===== config.mk =====
export PLATFORM = sky130hd
export DESIGN_NAME = flash_burst_seq
export DESIGN_NICKNAME = d
export VERILOG_FILES = /design/src/rtl/flash_burst_seq.sv
export SDC_FILE = /design/constraint.sdc
export NUM_CORES = 1
export LEC_CHECK = 0
export ABC_AREA = 1
export BUFFER_PORTS_ARGS = -buffer_cell sky130_fd_sc_hd__buf_2
export CAP_MARGIN = 20
export CORE_MARGIN = 5
export CORE_UTILIZATION = 45
export CTS_CLUSTER_DIAMETER = 150
export DETAILED_ROUTE_END_ITERATION = 10
export HOLD_SLACK_MARGIN = 0.12
export PLACE_DENSITY = 0.69
export SETUP_SLACK_MARGIN = 0.3
export SYNTH_ARGS = -nofsm -noshare
export SYNTH_HDL_FRONTEND = slang
export SYNTH_SLANG_ARGS = --single-unit

===== constraint.sdc =====
create_clock -name clk -period 3.9 [get_ports clk]
set_input_delay 0.585 -clock clk [delete_from_list [all_inputs] [get_ports clk]]
set_output_delay 0.585 -clock clk [all_outputs]
set_load 0.01 [all_outputs]

===== src/rtl/flash_burst_seq.sv =====
module flash_burst_seq #(
  parameter int LEN_W    = 12,
  parameter int POLL_MAX = 1024,
  localparam int PW      = $clog2(POLL_MAX + 1)
) (
  input  logic             clk,
  input  logic             rst_n,
  input  logic             req_valid,
  output logic             req_ready,
  input  logic [7:0]       req_opcode,
  input  logic [23:0]      req_addr,
  input  logic [LEN_W-1:0] req_wlen,
  input  logic [LEN_W-1:0] req_rlen,
  output logic             done,
  output logic [1:0]       done_err,
  input  logic             wr_valid,
  output logic             wr_ready,
  input  logic [7:0]       wr_data,
  output logic             rd_valid,
  input  logic             rd_ready,
  output logic [7:0]       rd_data,
  output logic             frm_valid,
  input  logic             frm_ready,
  output logic [7:0]       frm_opcode,
  output logic [23:0]      frm_addr,
  output logic [1:0]       frm_alen,
  output logic [2:0]       frm_wlen,
  output logic [2:0]       frm_rlen,
  output logic [31:0]      frm_wdata,
  input  logic             eng_done,
  input  logic [31:0]      eng_rdata
);
  typedef enum logic [3:0] {
    S_IDLE, S_DUMMY, S_NEXT, S_GATHER, S_WREN, S_WREN_W,
    S_CMD, S_CMD_W, S_EMIT, S_POLL, S_POLL_W, S_DONE
  } st_t;

  st_t              st;
  logic [7:0]       op;
  logic [23:0]      addr;
  logic [LEN_W-1:0] rem;
  logic [2:0]       n;
  logic [1:0]       k;
  logic [31:0]      wbuf, rbuf;
  logic             a3, rdir, wdir, prog, fresh;
  logic [PW-1:0]    polls;
  logic [1:0]       err;

  logic             c_ok, c_a3, c_rd, c_wr, c_chunk, c_prog;
  logic [2:0]       c_fix;
  logic [LEN_W-1:0] start_len;
  logic             last_k;

  always_comb begin
    c_ok = 1'b1; c_a3 = 1'b0; c_rd = 1'b0; c_wr = 1'b0;
    c_chunk = 1'b0; c_prog = 1'b0; c_fix = 3'd0;
    case (req_opcode)
      8'h06, 8'h04, 8'hC7: ;
      8'h9F: begin c_rd = 1'b1; c_fix = 3'd3; end
      8'h05: begin c_rd = 1'b1; c_fix = 3'd1; end
      8'h01: begin c_wr = 1'b1; c_fix = 3'd1; end
      8'hAB: begin c_a3 = 1'b1; c_rd = 1'b1; c_fix = 3'd1; end
      8'hD8: c_a3 = 1'b1;
      8'h03, 8'h0B: begin c_a3 = 1'b1; c_rd = 1'b1; c_chunk = 1'b1; end
      8'h02: begin c_a3 = 1'b1; c_wr = 1'b1; c_chunk = 1'b1; c_prog = 1'b1; end
      default: c_ok = 1'b0;
    endcase
  end

  assign start_len = c_chunk ? (c_rd ? req_rlen : req_wlen) : LEN_W'(c_fix);
  assign last_k    = ({1'b0, k} == n - 3'd1);

  assign req_ready  = (st == S_IDLE);
  assign done       = (st == S_DONE);
  assign done_err   = err;
  assign wr_ready   = (st == S_GATHER) || (st == S_DUMMY);
  assign rd_valid   = (st == S_EMIT);
  assign rd_data    = rbuf[{k, 3'b000} +: 8];
  assign frm_valid  = (st == S_WREN) || (st == S_CMD) || (st == S_POLL);
  assign frm_opcode = (st == S_WREN) ? 8'h06 : (st == S_POLL) ? 8'h05 : op;
  assign frm_addr   = addr;
  assign frm_alen   = (st == S_CMD && a3) ? 2'd3 : 2'd0;
  assign frm_wlen   = (st == S_CMD && wdir) ? n : 3'd0;
  assign frm_rlen   = (st == S_CMD && rdir) ? n : (st == S_POLL) ? 3'd1 : 3'd0;
  assign frm_wdata  = wbuf;

  always_ff @(posedge clk) begin
    if (!rst_n) begin
      st <= S_IDLE; op <= '0; addr <= '0; rem <= '0; n <= '0; k <= '0;
      wbuf <= '0; rbuf <= '0; a3 <= 1'b0; rdir <= 1'b0; wdir <= 1'b0;
      prog <= 1'b0; fresh <= 1'b0; polls <= '0; err <= '0;
    end else begin
      case (st)
        S_IDLE: if (req_valid) begin
          op    <= (req_opcode == 8'h0B) ? 8'h03 : req_opcode;
          addr  <= req_addr;
          rem   <= start_len;
          a3    <= c_a3; rdir <= c_rd; wdir <= c_wr; prog <= c_prog;
          fresh <= 1'b1;
          err   <= 2'd0;
          if (!c_ok) begin err <= 2'd1; st <= S_DONE; end
          else if (req_wlen != '0 && req_rlen != '0) begin err <= 2'd2; st <= S_DONE; end
          else if (c_chunk && start_len == '0) st <= S_DONE;
          else if (req_opcode == 8'h0B) st <= S_DUMMY;
          else st <= S_NEXT;
        end
        S_DUMMY: if (wr_valid) st <= S_NEXT;
        S_NEXT: begin
          if (rem == '0 && !fresh) st <= S_DONE;
          else begin
            n     <= (rem > LEN_W'(4)) ? 3'd4 : rem[2:0];
            k     <= '0;
            wbuf  <= '0;
            polls <= '0;
            st    <= (wdir && rem != '0) ? S_GATHER : prog ? S_WREN : S_CMD;
          end
        end
        S_GATHER: if (wr_valid) begin
          wbuf[{k, 3'b000} +: 8] <= wr_data;
          k <= k + 2'd1;
          if (last_k) begin k <= '0; st <= prog ? S_WREN : S_CMD; end
        end
        S_WREN:   if (frm_ready) st <= S_WREN_W;
        S_WREN_W: if (eng_done) st <= S_CMD;
        S_CMD:    if (frm_ready) st <= S_CMD_W;
        S_CMD_W: if (eng_done) begin
          rbuf <= eng_rdata;
          k    <= '0;
          if (rdir && n != 3'd0) st <= S_EMIT;
          else if (prog) st <= S_POLL;
          else begin
            addr <= addr + 24'(n); rem <= rem - LEN_W'(n); fresh <= 1'b0; st <= S_NEXT;
          end
        end
        S_EMIT: if (rd_ready) begin
          k <= k + 2'd1;
          if (last_k) begin
            addr <= addr + 24'(n); rem <= rem - LEN_W'(n); fresh <= 1'b0; st <= S_NEXT;
          end
        end
        S_POLL: if (frm_ready) st <= S_POLL_W;
        S_POLL_W: if (eng_done) begin
          if (!eng_rdata[0]) begin
            addr <= addr + 24'(n); rem <= rem - LEN_W'(n); fresh <= 1'b0; st <= S_NEXT;
          end else if (polls == PW'(POLL_MAX - 1)) begin
            err <= 2'd3; st <= S_DONE;
          end else begin
            polls <= polls + 1'b1; st <= S_POLL;
          end
        end
        S_DONE:  st <= S_IDLE;
        default: st <= S_IDLE;
      endcase
    end
  end

  p_chunk_cap_r1: assert property (@(posedge clk) disable iff (!rst_n)
    frm_valid |-> (frm_wlen <= 3'd4 && frm_rlen <= 3'd4));
  p_wren_bare_r2: assert property (@(posedge clk) disable iff (!rst_n)
    (frm_valid && frm_opcode == 8'h06) |-> (frm_alen == 2'd0 && frm_wlen == 3'd0 && frm_rlen == 3'd0));
  p_poll_again_r3: assert property (@(posedge clk) disable iff (!rst_n)
    (st == S_POLL_W && eng_done && eng_rdata[0] && polls != PW'(POLL_MAX - 1))
      |=> (frm_valid && frm_opcode == 8'h05 && frm_rlen == 3'd1));
  p_poll_cap_r4: assert property (@(posedge clk) disable iff (!rst_n)
    polls <= PW'(POLL_MAX - 1));
  p_one_side_r8: assert property (@(posedge clk) disable iff (!rst_n)
    $onehot0({frm_valid, rd_valid, wr_ready, done}));
  p_done_pulse_r10: assert property (@(posedge clk) disable iff (!rst_n)
    done |=> (!done && req_ready));
  p_frm_hold_r12: assert property (@(posedge clk) disable iff (!rst_n)
    (frm_valid && !frm_ready) |=> (frm_valid && $stable(frm_opcode) && $stable(frm_addr)
      && $stable(frm_wdata) && $stable(frm_wlen) && $stable(frm_rlen)));
  p_rd_hold_r12: assert property (@(posedge clk) disable iff (!rst_n)
    (rd_valid && !rd_ready) |=> (rd_valid && $stable(rd_data)));
endmodule


======== Word level (Yosys, flattened, before mapping) ========
Cells that the tools add are included.
word-level totals
  register bits after elaboration ......... 135
  word-level logic and storage cells ...... 198
  bits of input ports ..................... 103
  output and inout port bits .............. 87
cells by class
  bitwise gates (word level) .............. 1
  equal/unequal tests ..................... 43
  mux-type cells .......................... 90
  reduce and logical (&&, ||, !) cells .... 39
  shifts and indexed selects .............. 3
  magnitude comparators ................... 1
  $add $sub $neg .......................... 6
operators by type and width
  cell                      number
  $mux W24                  8
  $mux W12                  10
  $pmux W24 S4              1
  $mux W4                   20
  $mux W32                  2
  $pmux W32 S2              1
  $pmux W12 S4              1
  $mux W11                  4
  $pmux W4 S11              1
  $reduce_bool A12 Y1       3
  $ne A2 B2 Y1 const B      17
  $bwmux W32                1
  $eq A8 B8 Y1 const B      4
  $shift A8 B7 Y32 const A  1
  $shiftx A32 B6 Y8         1
  $shiftx A8 B7 Y32         1
  $mux W2                   15
  $add A24 B3 Y24           1
  $eq A8 B3 Y1 const B      3
  $logic_not A12 Y1         2
  $mux W8                   3
  $pmux W11 S2              1
  $eq A4 B3 Y1 const B      4
  $eq A4 B4 Y1 const B      4
  36 further kinds          74

======== Depth between registers and ports, before layout ========
  word-level depth ........................ 12
  mapped depth ............................ 17
  depth with buffers taken out ............ 17

======== Worst setup path after synthesis ========
OpenSTA, ideal clock, no wires.
  path kind ............................... register -> register
  from .................................... register addr[0], in the netlist frm_addr[0]
  to ...................................... register addr[20], in the netlist frm_addr[20]
  buffers on the path ..................... 0
  data arrival time ....................... 2.273 ns
  required time ........................... 3.790 ns
  cell stages (with the launch flop) ...... 17
  setup time .............................. 0.110 ns
  path slack .............................. 1.517 ns
  path through ............................ dfxtp_1 > ha_1 > inv_1 > fa_1 > nor2_1 > o21ai_0 > nor2_1 > nand2_1 > nor2_1 > nand2_1 > nor2_1 > nand2_1 > xor2_1 > nand2_1 > o211ai_1 > nand2_1 > inv_1
between the ends
  word-level cells in the longest chain between the ends .. 5
  elaborated cells between the ends (all ways) .. 9
  those cells by class .................... 1 x add/sub; 8 x mux
RTL lines
  item                    RTL line       text
  from (decl)             40             logic [23:0] addr;
  from (signal assigned)  96             addr <= req_addr;
  $add A24 B3 Y24 (*)     132, 138, 144
  $mux W24                130            else if (prog) st <= S_POLL;
  $mux W24                129            if (rdir && n != 3'd0) st <= S_EMIT;
  $mux W24                126            S_CMD_W: if (eng_done) begin
  $pmux W24 S4 (*)        93             case (st)
Every way passes the cells marked *; elsewhere a longest branch is shown, timed or not. The select of a mux whose other input is x is not followed.
A chain may end at the register's enable or synchronous reset.

======== Worst setup path in the final report ========
  from .................................... register k[0]
  to ...................................... register rem[3]
between the ends
  word-level cells in the longest chain between the ends .. 3
RTL lines
  item                                RTL line  text
  from (decl)                         43        logic [1:0] k;
  from (signal assigned)              120       k <= k + 2'd1;
  from (signal assigned)              136       k <= k + 2'd1;
  $eq A2 B3 Y1                        71        assign last_k = ({1'b0, k} == n - 3'd1);
  $ne A2 B1 Y1 (no source line)       -
  $reduce_and A9 Y1 (no source line)  -
  to (signal assigned)                97        rem <= start_len;
  to (decl)                           41        logic [LEN_W-1:0] rem;
No other way between the ends.

==> flow_summary_export.csv <==
group,metric,value,unit
global_routing,top_usage_layer,"met2",
pwr,pwr_density_cell,652,nW/um2
cts,cts_resized,0,
logic_synthesis,synth_area_leader_cell,"dfxtp_1",
cts,cts_setup_buffers,0,
logic_synthesis,yosys_warnings,0,
final_layout,nFillCells,1719,
hold_path,min_path_type,"input pin to register",
route,drtIter0Drc,616,
cts,clock-sinks,135,
pwr,vdd_ir_drop_max,377,uV
placed_design,io_buffers,189,
logic_synthesis,synth_edf_count,0,
worst_setup_path,crit_path_max_fanout,25,
pwr,finalPower,0.00600,W
logic_synthesis,ys_types,59,
logic_synthesis,yosysTopAreaCellShare,0.355,
pwr,p_leak,4.11,nW
timing,setup_viol,0,
timing,skew,10.8,ps
logic_synthesis,syn_area_per_cell,6.98,um2
placed_design,dpl_cell_area,8660,um2
timing,maxSlewHeadroom,0.305,
cts,hold_buffers,0,
worst_setup_path,required,4270,ps
route,ant_nets,0,
die,ios,190,
worst_setup_path,crit_chain,"inv_1 -> nand2_1 -> nand3_1 -> a21oi_2 -> nor2_1 -> nor4_1 -> nand2_2 -> buf_4 -> inv_2 -> nand2_2 -> inv_2 -> nand2_1 -> o211ai_1 -> nand2_1 -> inv_1",
cts,cts_tree,"built",
logic_synthesis,synthCells,1091,
run,cap_violations,0,
logic_synthesis,synth-async-reset-ratio,0,
timing,tightest_slew,1040,ps
worst_setup_path,worstSetupPathType,"register to register",
route,num_vias,7907,
timing,drv_slew,0,
timing,finalCritPeriodShare,0.792,
final_layout,nets,1376,
worst_setup_path,slowest_stage,"dfxtp_1",
worst_setup_path,max_stage_delay,780,ps
worst_setup_path,end_kind,"register",
logic_synthesis,synth_area_leaders,"dfxtp_1 35%, nand2_1 9.6%, inv_1 6.9%",
route,drt_wl_total,22300,um
global_routing,use_met3,0.0426,
cts,htree_num_levels,4,
die,dieArea,19600,um2
global_routing,antenna_found_initial,0,
logic_synthesis,synth-seq-cells,135,
final_layout,drive_gt1_frac,0.216,
route,drc_errors,0,
die,row_count,47,
timing,fmax,324,MHz
global_routing,grt_use_met2,0.344,
logic_synthesis,ys.flop_type,"dfxtp_1",
logic_synthesis,synth_fp_nets,1209,
route,avgViaCountPerCell,5.30,
cts,clkTransAtPathRegs,60,ps
hold_path,min_delay_path_depth,3,
placed_design,hpwlAfterDp,16500,um
die,fp.dieW,140,um
logic_synthesis,ys_seq_area_frac,0.355,
timing,rsz0062_at_grt,"no",
global_routing,first_global_vias,7303,
timing,hold_viol,0,
die,core-area,16600,um2
final_layout,antennaDiodeCount,0,
global_routing,grt.overflow.total,0,
cts,insertion_delay,420,ps
route,wire_per_inst,15.0,um
global_routing,grt_max_degree,66,
final_layout,design_area,9210,um2
global_routing,grt_pass1_wl,36500,um
cts,numCtsBuffers,17,
global_routing,grt_usage,0.222,
worst_setup_path,arrival,3460,ps
placed_design,place_congestion,0.917,
run_status,status,"complete, no violations",
worst_setup_path,startpoint_type,"register",
final_layout,ff_latch_area,2700,um2
cts,root_buffer,"clkbuf_16",
route,dr.pass1.iters,5,
die,start_util,0.459,
logic_synthesis,synth_area,7610,um2
cts,cts_buffer_depth,2,
final_layout,multi_input_area,4090,um2
die,die_h,140,um
global_routing,use_met1,0.314,
timing,finalSetupTns,0,ps
worst_setup_path,crit_path_frequent_cell,"nand2_1",
final_layout,syn2layout_area_growth,20.9,%
worst_setup_path,worstRegToRegCells,15,
timing,final.min_clock_period,3090,ps
[cell families after synthesis]
| group | synth area share |
|---|---|
| simple gates | 0.269 |
| compound gates | 0.212 |
| buf+inv | 0.107 |
| flops | 0.355 |
| xor+xnor | 0.0299 |
| fa+ha+maj | 0.0266 |
[area by class of cell]
type | count | share of cell area
clock buffer | 19 | 0.0481
clock inverter | 13 | 0.00897
inverter | 152 | 0.0622
multi-input combinational | 755 | 0.445
sequential | 135 | 0.293
tap | 220 | 0.0299
timing repair buffer | 197 | 0.113
[metrics by stage]
step                      hold WS [ps]  std cells  utilization  setup WS, ps
final                              430       1491        0.555           812
after global routing               428       1491        0.555           437
after CTS                          418       1490        0.554           803
after detailed placement           443       1458        0.522           819
after global placement             435       1458        0.522           932
after floorplan                    423       1091            -          1520
[critical path: cells and delay by family (launching register included)]
family / cells / cell delay [ps]
AOI/OAI and AO/OA: 2 / 300
buffers and inverters: 5 / 990
DFF: 1 / 780
and+or+nand+nor: 8 / 940
[cells in the final DEF, fill, tap and decap left out, types with 3 or more instances in the layout]
master and count:
a21oi_1 78, nor4_1 10, a41oi_1 9, buf_2 189, nand4_1 9, inv_2 8
nand2_4 3, a211oi_1 37, clkinv_1 3, nand2_1 195, clkinv_2 7, nand3_2 3
nor2_4 4, ha_1 13, xnor2_1 7, nor2_2 9, a22oi_1 5, nor2_1 117
nor3_1 17, clkinvlp_4 4, nand2_2 5, nand3b_1 9, o22ai_1 12, dfxtp_1 135
a31oi_1 37, o21ai_0 52, o21ai_1 4, buf_4 6, xor2_1 19, clkbuf_16 17
o211ai_1 5, nand3_1 63, inv_1 140
[flip-flops by register name, summed over array words and instances (netlist names), 3 cells and up]
signal     count
polls         11
rbuf          32
rem           12
n              3
op             8
st             4
frm_wdata     32
frm_addr      24
[per-layer routing]
layer / up-vias / wire, um
met4: 0 / 317
met5: - / 0
met3: 24 / 1230
met2: 228 / 10200
li1: 4012 / -
met1: 3643 / 10500
[synthesized netlist by cell type (all sizes together) (2+ instances only)]
master and instances:
nand3b 10, o221ai 2, a31oi 37, o2111ai 2, a41oi 9, inv 148
and3 2, a21oi 79, a221oi 2, or2 4, fa 2, nor4 11
nor3b 2, buf 15, nand2 203, dfxtp 135, ha 13, xor2 19
clkbuf 34, xnor2 7, o22ai 12, a22oi 5, o21ai 57, o211ai 7
nand3 66, a211oi 39, nor3 17, nand4 9, clkinv 4, a32oi 2
nor2 130
[worst paths after layout]
kind,slack [ps],start,end
max,810,k[0]$_SDFFE_PN0P_,rem[3]$_SDFFE_PN0P_
min,430,eng_rdata[19],rbuf[19]$_SDFFE_PN0P_
max reg2reg,810,k[0]$_SDFFE_PN0P_,rem[3]$_SDFFE_PN0P_
min reg2reg,450,frm_wdata[12]$_SDFFE_PN0P_,frm_wdata[12]$_SDFFE_PN0P_
[where the power goes]
part,internal (W),switching (W)
clock network,0.000821,0.000624
logic,0.000939,0.00165
registers,0.00171,0.000260
total,0.00347,0.00253
Note: power is estimated with default switching activity, not from simulation.
